## src/rtl/hdlc_fcs_pkg.sv

```systemverilog
`timescale 1ns/1ps
package hdlc_fcs_pkg;
   localparam int NFLAG    = 5;
   localparam int F_GOOD   = 0;
   localparam int F_CRCERR = 1;
   localparam int F_ABORT  = 2;
   localparam int F_MISAL  = 3;
   localparam int F_SHORT  = 4;
   localparam int ABORT_RUN = 7;
endpackage

```

## src/rtl/hdlc_crc_reg.sv

```systemverilog
`timescale 1ns/1ps
module hdlc_crc_reg #(
   parameter int          CRC_W  = 16,
   parameter logic [15:0] POLY   = 16'h8408,
   parameter logic [15:0] PRESET = 16'hFFFF
) (
   input  logic             clk,
   input  logic             rst_n,
   input  logic             init,
   input  logic             en,
   input  logic             din,
   output logic [CRC_W-1:0] crc
);
   logic [CRC_W-1:0] nxt;
   logic             fb;

   // bit-serial reflected update: shift toward bit 0, fold in the polynomial
   always_comb begin
      fb  = crc[0] ^ din;
      nxt = crc >> 1;
      if (fb) nxt = nxt ^ POLY[CRC_W-1:0];
   end

   always_ff @(posedge clk or negedge rst_n) begin
      if (!rst_n)    crc <= PRESET[CRC_W-1:0];
      else if (init) crc <= PRESET[CRC_W-1:0];
      else if (en)   crc <= nxt;
   end
endmodule

```

## src/rtl/hdlc_rx_check.sv

```systemverilog
`timescale 1ns/1ps
module hdlc_rx_check
   import hdlc_fcs_pkg::*;
#(
   parameter int          CNT_W   = 16,
   parameter int          MIN_W   = 8,
   parameter int          CRC_W   = 16,
   parameter logic [15:0] POLY    = 16'h8408,
   parameter logic [15:0] RESIDUE = 16'hF0B8
) (
   input  logic             clk,
   input  logic             rst_n,
   input  logic             auto_crc,
   input  logic [MIN_W-1:0] min_octets,
   input  logic             sof,
   input  logic             eof,
   input  logic             bit_vld,
   input  logic             bit_in,
   input  logic             stuff,
   output logic [7:0]       byte_out,
   output logic             byte_vld,
   output logic [NFLAG-1:0] ev
);
   localparam int OCT_W = CNT_W - 3;

   logic [CRC_W-1:0] crc;
   logic [CNT_W-1:0] bitcnt;
   logic [2:0]       ones;
   logic             active;
   logic [7:0]       shreg;
   logic [7:0]       hold_old, hold_new;
   logic [1:0]       held;
   logic             data_bit, abort_now, byte_done, closing;
   logic             aligned, too_short, len_ok, crc_ok;
   logic [7:0]       new_byte;

   always_comb begin
      abort_now = active && bit_vld && bit_in && !stuff && (ones == 3'(ABORT_RUN - 1));
      data_bit  = active && bit_vld && !stuff && !abort_now;
      byte_done = data_bit && (bitcnt[2:0] == 3'd7);
      new_byte  = {bit_in, shreg[7:1]};
      closing   = eof && active;
      aligned   = (bitcnt[2:0] == 3'd0);
      too_short = bitcnt[CNT_W-1:3] < OCT_W'(min_octets);
      len_ok    = aligned && !too_short;
      crc_ok    = (crc == RESIDUE[CRC_W-1:0]);
      ev           = '0;
      ev[F_ABORT]  = abort_now;
      ev[F_MISAL]  = closing && !aligned;
      ev[F_SHORT]  = closing && too_short;
      ev[F_GOOD]   = closing && len_ok && (!auto_crc || crc_ok);
      ev[F_CRCERR] = closing && len_ok && auto_crc && !crc_ok;
   end

   hdlc_crc_reg #(.CRC_W(CRC_W), .POLY(POLY), .PRESET(16'hFFFF)) i_crc (
      .clk(clk), .rst_n(rst_n), .init(sof), .en(data_bit), .din(bit_in), .crc(crc)
   );

   // line state: run of ones, frame activity, data bit count
   always_ff @(posedge clk or negedge rst_n) begin
      if (!rst_n) begin
         ones   <= '0;
         active <= 1'b0;
         bitcnt <= '0;
         shreg  <= '0;
      end else if (sof) begin
         ones   <= '0;
         active <= 1'b1;
         bitcnt <= '0;
      end else begin
         if (bit_vld) ones <= (bit_in && !stuff) ? ((ones == 3'd7) ? ones : ones + 3'd1) : 3'd0;
         if (abort_now || eof) active <= 1'b0;
         if (data_bit) begin
            shreg <= new_byte;
            if (bitcnt != '1) bitcnt <= bitcnt + 1'b1;
         end
      end
   end

   // byte output; with auto CRC the two newest octets wait in a holding pair
   always_ff @(posedge clk or negedge rst_n) begin
      if (!rst_n) begin
         byte_out <= '0;
         byte_vld <= 1'b0;
         hold_old <= '0;
         hold_new <= '0;
         held     <= '0;
      end else begin
         byte_vld <= 1'b0;
         if (sof) held <= '0;
         else if (byte_done) begin
            if (!auto_crc) begin
               byte_out <= new_byte;
               byte_vld <= 1'b1;
            end else if (held == 2'd2) begin
               byte_out <= hold_old;
               byte_vld <= 1'b1;
               hold_old <= hold_new;
               hold_new <= new_byte;
            end else if (held == 2'd1) begin
               hold_new <= new_byte;
               held     <= 2'd2;
            end else begin
               hold_old <= new_byte;
               held     <= 2'd1;
            end
         end
      end
   end

   p_byte_from_data_r5: assert property (@(posedge clk) disable iff (!rst_n)
      byte_vld |-> $past(bit_vld && !stuff));
   p_abort_silent_r2: assert property (@(posedge clk) disable iff (!rst_n)
      ev[F_ABORT] |=> !byte_vld);
   p_misal_no_verdict_r3: assert property (@(posedge clk) disable iff (!rst_n)
      ev[F_MISAL] |-> !ev[F_GOOD] && !ev[F_CRCERR]);
   p_short_no_verdict_r4: assert property (@(posedge clk) disable iff (!rst_n)
      ev[F_SHORT] |-> !ev[F_GOOD] && !ev[F_CRCERR]);
endmodule

```

## src/rtl/hdlc_tx_fcs.sv

```systemverilog
`timescale 1ns/1ps
module hdlc_tx_fcs #(
   parameter int          CRC_W = 16,
   parameter logic [15:0] POLY  = 16'h8408
) (
   input  logic clk,
   input  logic rst_n,
   input  logic auto_crc,
   input  logic force_err,
   input  logic sof,
   input  logic eof,
   input  logic bit_vld,
   input  logic bit_in,
   output logic out_bit,
   output logic out_vld,
   output logic busy
);
   localparam int LEFT_W = $clog2(CRC_W + 1);

   logic [CRC_W-1:0]  crc;
   logic [CRC_W-1:0]  sh;
   logic [LEFT_W-1:0] left;

   hdlc_crc_reg #(.CRC_W(CRC_W), .POLY(POLY), .PRESET(16'hFFFF)) i_crc (
      .clk(clk), .rst_n(rst_n), .init(sof), .en(bit_vld), .din(bit_in), .crc(crc)
   );

   assign busy = (left != '0);

   always_ff @(posedge clk or negedge rst_n) begin
      if (!rst_n) begin
         out_bit <= 1'b0;
         out_vld <= 1'b0;
         sh      <= '0;
         left    <= '0;
      end else begin
         out_vld <= 1'b0;
         if (bit_vld) begin
            out_bit <= bit_in;
            out_vld <= 1'b1;
         end else if (busy) begin
            out_bit <= sh[0];
            out_vld <= 1'b1;
            sh      <= sh >> 1;
            left    <= left - 1'b1;
         end
         if (eof && auto_crc) begin
            sh   <= ~crc ^ CRC_W'(force_err);
            left <= LEFT_W'(CRC_W);
         end
      end
   end

   p_fcs_stream_r7: assert property (@(posedge clk) disable iff (!rst_n)
      busy |=> out_vld);
   p_no_data_in_fcs_r7: assert property (@(posedge clk) disable iff (!rst_n)
      busy |-> !bit_vld);
   p_manual_no_tail_r8: assert property (@(posedge clk) disable iff (!rst_n)
      (eof && !auto_crc && !busy) |=> !busy);
endmodule

```

## src/rtl/hdlc_fcs_unit.sv

```systemverilog
`timescale 1ns/1ps
module hdlc_fcs_unit
   import hdlc_fcs_pkg::*;
#(
   parameter int          CNT_W   = 16,
   parameter int          MIN_W   = 8,
   parameter int          CRC_W   = 16,
   parameter logic [15:0] POLY    = 16'h8408,
   parameter logic [15:0] RESIDUE = 16'hF0B8
) (
   input  logic             clk,
   input  logic             rst_n,
   input  logic             cfg_auto_crc,
   input  logic             cfg_force_err,
   input  logic [MIN_W-1:0] cfg_min_octets,
   input  logic             rx_sof,
   input  logic             rx_eof,
   input  logic             rx_bit_vld,
   input  logic             rx_bit,
   input  logic             rx_stuff,
   output logic [7:0]       rx_byte,
   output logic             rx_byte_vld,
   input  logic             tx_sof,
   input  logic             tx_eof,
   input  logic             tx_bit_vld,
   input  logic             tx_bit,
   output logic             tx_out_bit,
   output logic             tx_out_vld,
   output logic             tx_busy,
   input  logic [4:0]       irq_en,
   input  logic [4:0]       sts_clr,
   output logic [4:0]       sts,
   output logic             irq
);
   logic [NFLAG-1:0] ev;

   if (CNT_W < MIN_W + 3) begin : g_bad_cnt
      $error("CNT_W must cover MIN_W octets plus three bit positions");
   end
   if (CRC_W < 8 || CRC_W > 16) begin : g_bad_crc
      $error("CRC_W must lie between 8 and 16");
   end
   if (NFLAG != 5) begin : g_bad_flags
      $error("status port width expects five flags");
   end

   hdlc_rx_check #(
      .CNT_W(CNT_W), .MIN_W(MIN_W), .CRC_W(CRC_W), .POLY(POLY), .RESIDUE(RESIDUE)
   ) i_rx (
      .clk(clk), .rst_n(rst_n), .auto_crc(cfg_auto_crc), .min_octets(cfg_min_octets),
      .sof(rx_sof), .eof(rx_eof), .bit_vld(rx_bit_vld), .bit_in(rx_bit),
      .stuff(rx_stuff), .byte_out(rx_byte), .byte_vld(rx_byte_vld), .ev(ev)
   );

   hdlc_tx_fcs #(.CRC_W(CRC_W), .POLY(POLY)) i_tx (
      .clk(clk), .rst_n(rst_n), .auto_crc(cfg_auto_crc), .force_err(cfg_force_err),
      .sof(tx_sof), .eof(tx_eof), .bit_vld(tx_bit_vld), .bit_in(tx_bit),
      .out_bit(tx_out_bit), .out_vld(tx_out_vld), .busy(tx_busy)
   );

   for (genvar i = 0; i < NFLAG; i++) begin : g_flag
      logic q;
      always_ff @(posedge clk or negedge rst_n) begin
         if (!rst_n) q <= 1'b0;
         else        q <= ev[i] | (q & ~sts_clr[i]);
      end
      assign sts[i] = q;

      p_sticky_r9: assert property (@(posedge clk) disable iff (!rst_n)
         (q && !sts_clr[i]) |=> q);
      p_set_wins_r9: assert property (@(posedge clk) disable iff (!rst_n)
         ev[i] |=> q);
   end

   assign irq = |(sts & irq_en);

   p_irq_source_r10: assert property (@(posedge clk) disable iff (!rst_n)
      irq |-> (sts != '0));
endmodule

```

## config.mk

```make
export PLATFORM = sky130hd
export DESIGN_NAME = hdlc_fcs_unit
export DESIGN_NICKNAME = d
export VERILOG_FILES = /design/src/rtl/hdlc_fcs_pkg.sv /design/src/rtl/hdlc_crc_reg.sv /design/src/rtl/hdlc_rx_check.sv /design/src/rtl/hdlc_tx_fcs.sv /design/src/rtl/hdlc_fcs_unit.sv
export SDC_FILE = /design/constraint.sdc
export NUM_CORES = 1
export LEC_CHECK = 0
export ABC_AREA = 1
export CORE_MARGIN = 5
export CORE_UTILIZATION = 64
export CTS_CLUSTER_SIZE = 28
export DETAILED_ROUTE_END_ITERATION = 8
export DONT_BUFFER_PORTS = 1
export PLACE_DENSITY = 0.8
export SYNTH_ARGS = -nofsm -noshare
export SYNTH_HDL_FRONTEND = slang
export SYNTH_SLANG_ARGS = --single-unit
```

## constraint.sdc

```tcl
create_clock -name clk -period 1.97 [get_ports clk]
set_input_delay 0.0985 -clock clk [delete_from_list [all_inputs] [get_ports clk]]
set_output_delay 0.0985 -clock clk [all_outputs]
set_load 0.05 [all_outputs]
```

==> out/qor.log, run 1 <==
INFO  run_status     run_status=finished with violations
INFO  run_status     violations=negative hold slack
INFO  routing        vias_per_cell=5.59
INFO  floorplanning  fp.dieW=104µm
INFO  yosys          yosys.area.top_type=sky130_fd_sc_hd__dfrtp_1
INFO  cts            clockRootBuffer=sky130_fd_sc_hd__clkbuf_8
INFO  layout         antenna_cells=0
INFO  cts            cts_hold_repair.buffers=18
INFO  global_routing global_route.usage.total=0.226
INFO  yosys          synth_area_per_cell=8.62µm²
INFO  global_routing grt_max_degree=115
INFO  cts            cts-buffers-inserted=17
INFO  cts            cts.repair_timing.setup_buffer_count=0
INFO  routing        drt-total-wl=11600µm
INFO  yosys          synth.ff_latch_count=114
INFO  placed_design  routabilityCongestion=0.817
INFO  sta            slew_headroom=0.654
INFO  yosys          synth.top_cells.by_area=sky130_fd_sc_hd__dfrtp_1 (36%), sky130_fd_sc_hd__dfstp_2 (15%), sky130_fd_sc_hd__nand2_1 (11%), sky130_fd_sc_hd__inv_1 (5.7%), sky130_fd_sc_hd__ha_1 (3.8%)
INFO  floorplanning  top_level_ports=49
INFO  floorplanning  coreArea=0.00868mm²
INFO  power_and_ir_drop p_int=4560µW
INFO  routing        drt_first_pass_iters=5
INFO  floorplanning  die_area=0.0108mm²
INFO  placed_design  placed_cell_area=0.00573mm²
INFO  sta            worst_hold_slack=-0.723ns
INFO  yosys          syn-instance-count=658
INFO  layout         ff_latch_area=0.00290mm²
INFO  layout         fillerInstances=569
INFO  min_path       hp-class=input pin to async pin
INFO  routing        route.vias.total=4483
INFO  yosys          post_synth_xor_area_fraction=0.0185
INFO  routing        antenna_left=0
INFO  yosys          synth_warnings=0
INFO  sta            maximum_clock_frequency=545MHz
INFO  yosys          synthesis.area=0.00567mm²
INFO  yosys          synth_top_family_by_area=simple AND/OR/NAND/NOR gates
INFO  yosys          synth.top_cell.area_share=0.362
INFO  layout         area_growth_syn_to_layout=15.0%
INFO  power_and_ir_drop p_leak=0.00315µW
INFO  critical_path  worst_setup_sp_type=flop
INFO  critical_path  crit_arrival=1.74ns
INFO  layout         layout.cells.most_common_list=sky130_fd_sc_hd__nand2_1 (165), sky130_fd_sc_hd__inv_1 (86), sky130_fd_sc_hd__dfrtp_1 (80)
INFO  yosys          synth_sequential_area_ratio=0.510
INFO  power_and_ir_drop switching_power_as_a_share_of_total_power=0.267
INFO  yosys          area_fraction_in_compound_gates_after_synthesis=0.132
INFO  global_routing globalRoute.totalOverflow=0
INFO  floorplanning  die_height=104µm
INFO  routing        drc_errors=0
INFO  sta            finalSetupViolCount=0
INFO  power_and_ir_drop clockPowerShare=0.479
INFO  critical_path  worstSetupPathType=flop to primary output
INFO  cts            htree_num_levels=4
INFO  global_routing first_pass_grt_wire_length=20400µm
INFO  yosys          synth_nets=706
INFO  yosys          post_synth_mux_area_share=0.00353
INFO  cts            clk-insertion-delay-late=0.52ns
INFO  routing        routedWlPerCell=14.5µm
INFO  sta            timing_worst_slew_pin_value=0.515ns
INFO  critical_path  worstPathMaxFanout=3
INFO  routing        drtIter0Drc=246
INFO  placed_design  place.port_buffers=0
INFO  placed_design  post_dp_hpwl=7690µm
INFO  cts            cts_tree=yes
INFO  sta            maxSlewViolCount=0
INFO  layout         multi_input_combinational_cell_area=0.00233mm²
INFO  sta            setup_total_negative_slack=0ns
INFO  sta            timing.final.hold_violations=114
INFO  cts            worst_setup_hold_path_clk_slew=0.06ns
INFO  yosys          synth.lib_cells_used.distinct=37
INFO  power_and_ir_drop power.ir.vdd_worst=635µV
INFO  sta            fin_crit_sh=0.931
INFO  yosys          synth_fa_ha_area_frac=0.0375
INFO  flow_run       timing.max_cap.violations=0
INFO  cts            ctsLongestPathBuffers=2
INFO  layout         fin_nets=729
INFO  yosys          synth_area_in_simple_gates=0.214
INFO  power_and_ir_drop power.share.combinational=0.099
INFO  sta            finalWorstPathRequiredPeriod=1.83ns
INFO  floorplanning  initial_utilization=0.653
INFO  layout         drive_above_1_share=0.154
INFO  cts            cts_num_sinks=114
INFO  power_and_ir_drop seq_power_share=0.422
INFO  layout         final_design_area_no_fill=0.00652mm²
INFO  critical_path  cp-end-kind=primary output
INFO  global_routing first_global_vias=4416
INFO  floorplanning  rows=34
INFO  global_routing grt_antenna_before_repair=0
INFO  critical_path  critical_path_required=1.87ns
INFO  power_and_ir_drop power.density=954mW/mm²
INFO  power_and_ir_drop net-switching-power=1660µW
INFO  layout         layout_commonest_cell=sky130_fd_sc_hd__nand2_1
INFO  sta            final.setup_skew=0.00885ns
==> synthesized netlist by cell type (all sizes together) <==
master,number
o211ai,13
o21ai,62
a22oi,24
nor3,5
xnor2,2
o22ai,5
o2bb2ai,1
nand2,174
buf,16
a21oi,12
nor2,52
nor3b,1
a221oi,1
dfstp,32
ha,17
o221ai,1
nand4,9
inv,89
mux2i,2
o21a,1
xor2,10
dfrtp,82
o31ai,1
nand3,39
clkbuf,7
==> power groups by stage <==
stage	Clock, µW	Combinational (µW)	Sequential (µW)
after detailed placement	0	567	2660
final	2980	619	2630
after floorplan	0	475	2630
after global placement	0	544	2650
after global routing	3140	698	2650
after CTS	3010	618	2630
==> path summary, 6_finish.rpt <==
path	cells after the start	slack (ns)	from	to
setup / recovery	2	0.14	g_flag[3].q$_DFF_PN0_	irq
setup reg to reg	10	0.17	i_rx.bitcnt[1]$_DFFE_PN0P_	i_rx.bitcnt[3]$_DFFE_PN0P_
hold / removal	0	-0.72	rst_n	g_flag[2].q$_DFF_PN0_
min in group clk	6	0.06	cfg_min_octets[0]	g_flag[4].q$_DFF_PN0_
max in group asynchronous	0	2.44	rst_n	i_tx.i_crc.crc[3]$_DFFE_PN1P_
hold reg to reg	2	0.48	i_rx.shreg[6]$_DFFE_PN0P_	i_rx.shreg[5]$_DFFE_PN0P_
==> flip-flops by register name (all words and copies together), names as in the netlist <==
signal	count
i_tx.sh	16
i_tx.out_vld	1
i_rx.byte_vld	1
i_tx.out_bit	1
i_rx.hold_new	8
i_rx.bitcnt	16
i_rx.i_crc.crc	16
i_rx.shreg	7
i_rx.active	1
i_rx.hold_old	8
i_tx.left	5
i_rx.byte_out	8
i_rx.held	2
i_rx.ones	3
g_flag.q	5
i_tx.i_crc.crc	16
==> cells by family after synthesis <==
logic type,Yosys count
multiplexers,2
XOR/XNOR,12
AO/OA/AOI/OAI,121
AND/OR/NAND/NOR,280
flip-flops,114
adder cells (fa/ha/maj),17
buffers and inverters,112
==> layer usage <==
| layer | GRT usage | vias to the layer above | routed length, µm |
|---|---|---|---|
| met2 | 0.380 | 105 | 5930 |
| met3 | 0.0602 | 20 | 509 |
| met5 | 0 | - | 0 |
| met4 | 0.0675 | 0 | 178 |
| li1 | - | 2191 | - |
| met1 | 0.287 | 2167 | 5010 |
==> timing repair <==
action	4_1_cts	5_1_grt
cloned	0	0
resized for setup	1	5
pin swaps	0	0
endpoints found under the hold margin	180	114
endpoints found under the setup margin	1	16
==> area by class of cell <==
type	count	area share
clock buffer	18	0.0656
sequential	114	0.444
multi-input combinational	432	0.357
inverter	89	0.0512
timing repair buffer	27	0.0380
clock inverter	14	0.0236
tap	108	0.0207
==> per-stage QoR <==
step	util	hold slack, ns	setup WS (ns)	std cells	power (µW)
final	0.752	-0.723	0.135	802	6220
after global placement	0.661	-0.193	0.249	752	3200
after floorplan	-	-0.197	0.0130	658	3110
after detailed placement	0.661	-0.193	0.184	752	3230
after global routing	0.752	-0.747	-0.000123	802	6480
after CTS	0.749	-0.745	0.0227	802	6260
==> worst max-delay path, stage by stage, from the launching register on <==
cell	delay [ns]
sky130_fd_sc_hd__dfrtp_1	0.57
sky130_fd_sc_hd__a221oi_1	0.40
sky130_fd_sc_hd__nand2_2	0.26
Note: power is estimated with default switching activity, not from simulation.
==> run 2, diff against run 1 <==
==> constraint.sdc (replaced) <==
create_clock -name clk -period 1.97 [get_ports clk]
set_input_delay 0.2955 -clock clk [delete_from_list [all_inputs] [get_ports clk]]
set_output_delay 0.2955 -clock clk [all_outputs]
set_load 0.05 [all_outputs]
==> out/qor.log, run 2 (synthesized netlist as in run 1, its figures left out) <==
INFO  critical_path  crit_path_top_delay_cell=sky130_fd_sc_hd__dfrtp_1
INFO  layout         final_cell_count_no_fill=800
INFO  critical_path  worstSetupPathType=flop to primary output
INFO  run_status     violations=negative hold slack
INFO  cts            worst_setup_hold_path_clk_slew=0.06ns
INFO  critical_path  critical-path-top-delay-family=flip-flops
INFO  global_routing global_route.usage.total=0.241
INFO  critical_path  crit_arrival=1.56ns
INFO  critical_path  critical_path_required=1.67ns
INFO  sta            setup_total_negative_slack=0ns
INFO  min_path       hp-class=input pin to async pin
INFO  floorplanning  top_level_ports=49
INFO  layout         antenna_cells=0
INFO  sta            final.setup_skew=0.00833ns
INFO  floorplanning  initial_utilization=0.653
INFO  floorplanning  die_height=104µm
INFO  cts            htree_num_levels=4
INFO  cts            cts-buffers-inserted=17
INFO  power_and_ir_drop power.ir.vdd_worst=693µV
INFO  run_status     run_status=finished with violations
INFO  layout         postLayoutCoreUtil=0.746
INFO  critical_path  critical-path-max-stage-delay=0.39ns
INFO  cts            cts.repair_timing.setup_buffer_count=0
INFO  critical_path  critical_path.most_common_cell=sky130_fd_sc_hd__nand2_1
INFO  routing        drtIter0Drc=188
INFO  sta            finalSetupViolCount=0
INFO  cts            cts_tree=yes
INFO  placed_design  dpl.cell_count=755
INFO  cts            clk-insertion-delay-late=0.52ns
INFO  placed_design  preCtsSetupSlack=0.155ns
INFO  routing        drt_first_pass_iters=7
INFO  floorplanning  die_area=0.0108mm²
INFO  critical_path  critical_path.n_buffers_inverters=0
INFO  layout         layout.cells.most_common_list=sky130_fd_sc_hd__nand2_1 (165), sky130_fd_sc_hd__inv_1 (86), sky130_fd_sc_hd__dfrtp_1 (82)
INFO  placed_design  routabilityCongestion=0.807
INFO  cts            cts_num_sinks=114
INFO  sta            timing.final.hold_violations=114
INFO  global_routing grt_antenna_before_repair=0
INFO  routing        drt-total-wl=12100µm
INFO  sta            slew_headroom=0.639
INFO  power_and_ir_drop fin_total_pwr=6130µW
INFO  layout         fin_nets=727
INFO  placed_design  place.port_buffers=0
INFO  global_routing grt_max_degree=115
INFO  critical_path  ff2ff_path_depth=10
INFO  sta            timing_worst_slew_pin_value=0.537ns
INFO  floorplanning  coreArea=0.00868mm²
INFO  sta            grt_setup_unrepaired=true
INFO  routing        routedWlPerCell=15.1µm
INFO  critical_path  crit-reg2reg-launch=i_rx.bitcnt[1]$_DFFE_PN0P_
INFO  global_routing first_global_vias=4547
INFO  critical_path  worst_setup_sp_type=flop
INFO  cts            cts_hold_repair.buffers=13
INFO  power_and_ir_drop p_leak=0.00314µW
INFO  layout         area_growth_syn_to_layout=14.1%
INFO  critical_path  cell_by_cell_listing_of_the_critical_path=nand2_1 > nand2_1 > a221oi_1 > nand2_2
INFO  sta            worst_hold_slack=-0.527ns
INFO  floorplanning  fp.dieW=104µm
INFO  layout         layout_commonest_cell=sky130_fd_sc_hd__nand2_1
INFO  power_and_ir_drop power.density=947mW/mm²
INFO  floorplanning  rows=34
INFO  global_routing first_pass_grt_wire_length=21500µm
INFO  routing        drc_errors=0
INFO  routing        vias_per_cell=5.65
INFO  sta            finalWorstPathRequiredPeriod=1.85ns
INFO  critical_path  r2r_end=i_rx.bitcnt[3]$_DFFE_PN0P_
INFO  placed_design  post_dp_hpwl=7760µm
INFO  cts            ctsLongestPathBuffers=2
INFO  layout         drive_above_1_share=0.155
INFO  global_routing globalRoute.totalOverflow=0
INFO  routing        antenna_left=0
INFO  sta            maximum_clock_frequency=540MHz
INFO  sta            fin_crit_sh=0.941
INFO  sta            maxSlewViolCount=0
INFO  sta            layout_setup_ws=0.117ns
INFO  routing        route.vias.total=4523
INFO  flow_run       timing.max_cap.violations=0
INFO  critical_path  cp-end-kind=primary output
INFO  critical_path  worstPathMaxFanout=2
INFO  critical_path  reg2reg_slack=0.15ns
INFO  cts            clockRootBuffer=sky130_fd_sc_hd__clkbuf_8
-- run 2: layout make-up --
cell class,count,area (µm²)
multi-input combinational,432,2330
timing repair buffer,25,220
clock inverter,15,150
clock buffer,17,414
tap,108,135
fill,594,2210
inverter,89,334
sequential,114,2890
-- run 2: routing by layer --
metal  GRT usage  wire (µm)  vias to the layer above
met1       0.304       4890                     2156
met3      0.0552        658                       37
li1            -          -                     2187
met2       0.397       6180                      143
met5           0          0                        -
met4       0.103        364                        0
-- run 2: where the power goes --
group	switching [µW]	internal [µW]	total [µW]
clock network	1180	1710	2890
logic	415	212	627
registers	112	2510	2620
-- run 2: worst max path at each step --
stage / slack, ns / start / endpoint / cells past startpoint
2_1_floorplan: 0.01 / i_tx.left[0]$_DFFE_PN0P_ / i_tx.sh[10]$_DFFE_PN0P_ / 9
3_3_place_gp: 0.25 / i_rx.bitcnt[1]$_DFFE_PN0P_ / i_rx.hold_old[6]$_DFFE_PN0P_ / 7
3_5_place_dp: 0.15 / i_rx.bitcnt[1]$_DFFE_PN0P_ / i_rx.hold_old[6]$_DFFE_PN0P_ / 7
4_1_cts: 0.05 / g_flag[1].q$_DFF_PN0_ / irq / 4
5_1_grt: -0.02 / i_rx.bitcnt[1]$_DFFE_PN0P_ / i_rx.bitcnt[3]$_DFFE_PN0P_ / 10
6_report: 0.12 / g_flag[1].q$_DFF_PN0_ / irq / 4
-- run 2: what timing repair did --
item,in CTS,in global routing
endpoints found under the setup margin,0,13
hold endpoints to repair,137,114
resized for setup,0,4
-- run 2: worst reg2reg max path: stages (launching register included) --
cell and delay (ns):
sky130_fd_sc_hd__dfrtp_1 0.41, sky130_fd_sc_hd__ha_2 0.26, sky130_fd_sc_hd__inv_1 0.09, sky130_fd_sc_hd__nor2_4 0.13, sky130_fd_sc_hd__nand2_2 0.08, sky130_fd_sc_hd__nor2_2 0.10
sky130_fd_sc_hd__nand3_2 0.16, sky130_fd_sc_hd__nand2_8 0.20, sky130_fd_sc_hd__inv_1 0.12, sky130_fd_sc_hd__nand2_1 0.11, sky130_fd_sc_hd__nand2_1 0.06
-- run 2: stage by stage --
step	cell area, µm²	hold WS [ns]
floorplan	5670	-0.0000911
global placement	5760	0.00398
detailed placement	5760	0.00354
CTS	6450	-0.545
global route	6470	-0.545
finish	6470	-0.527
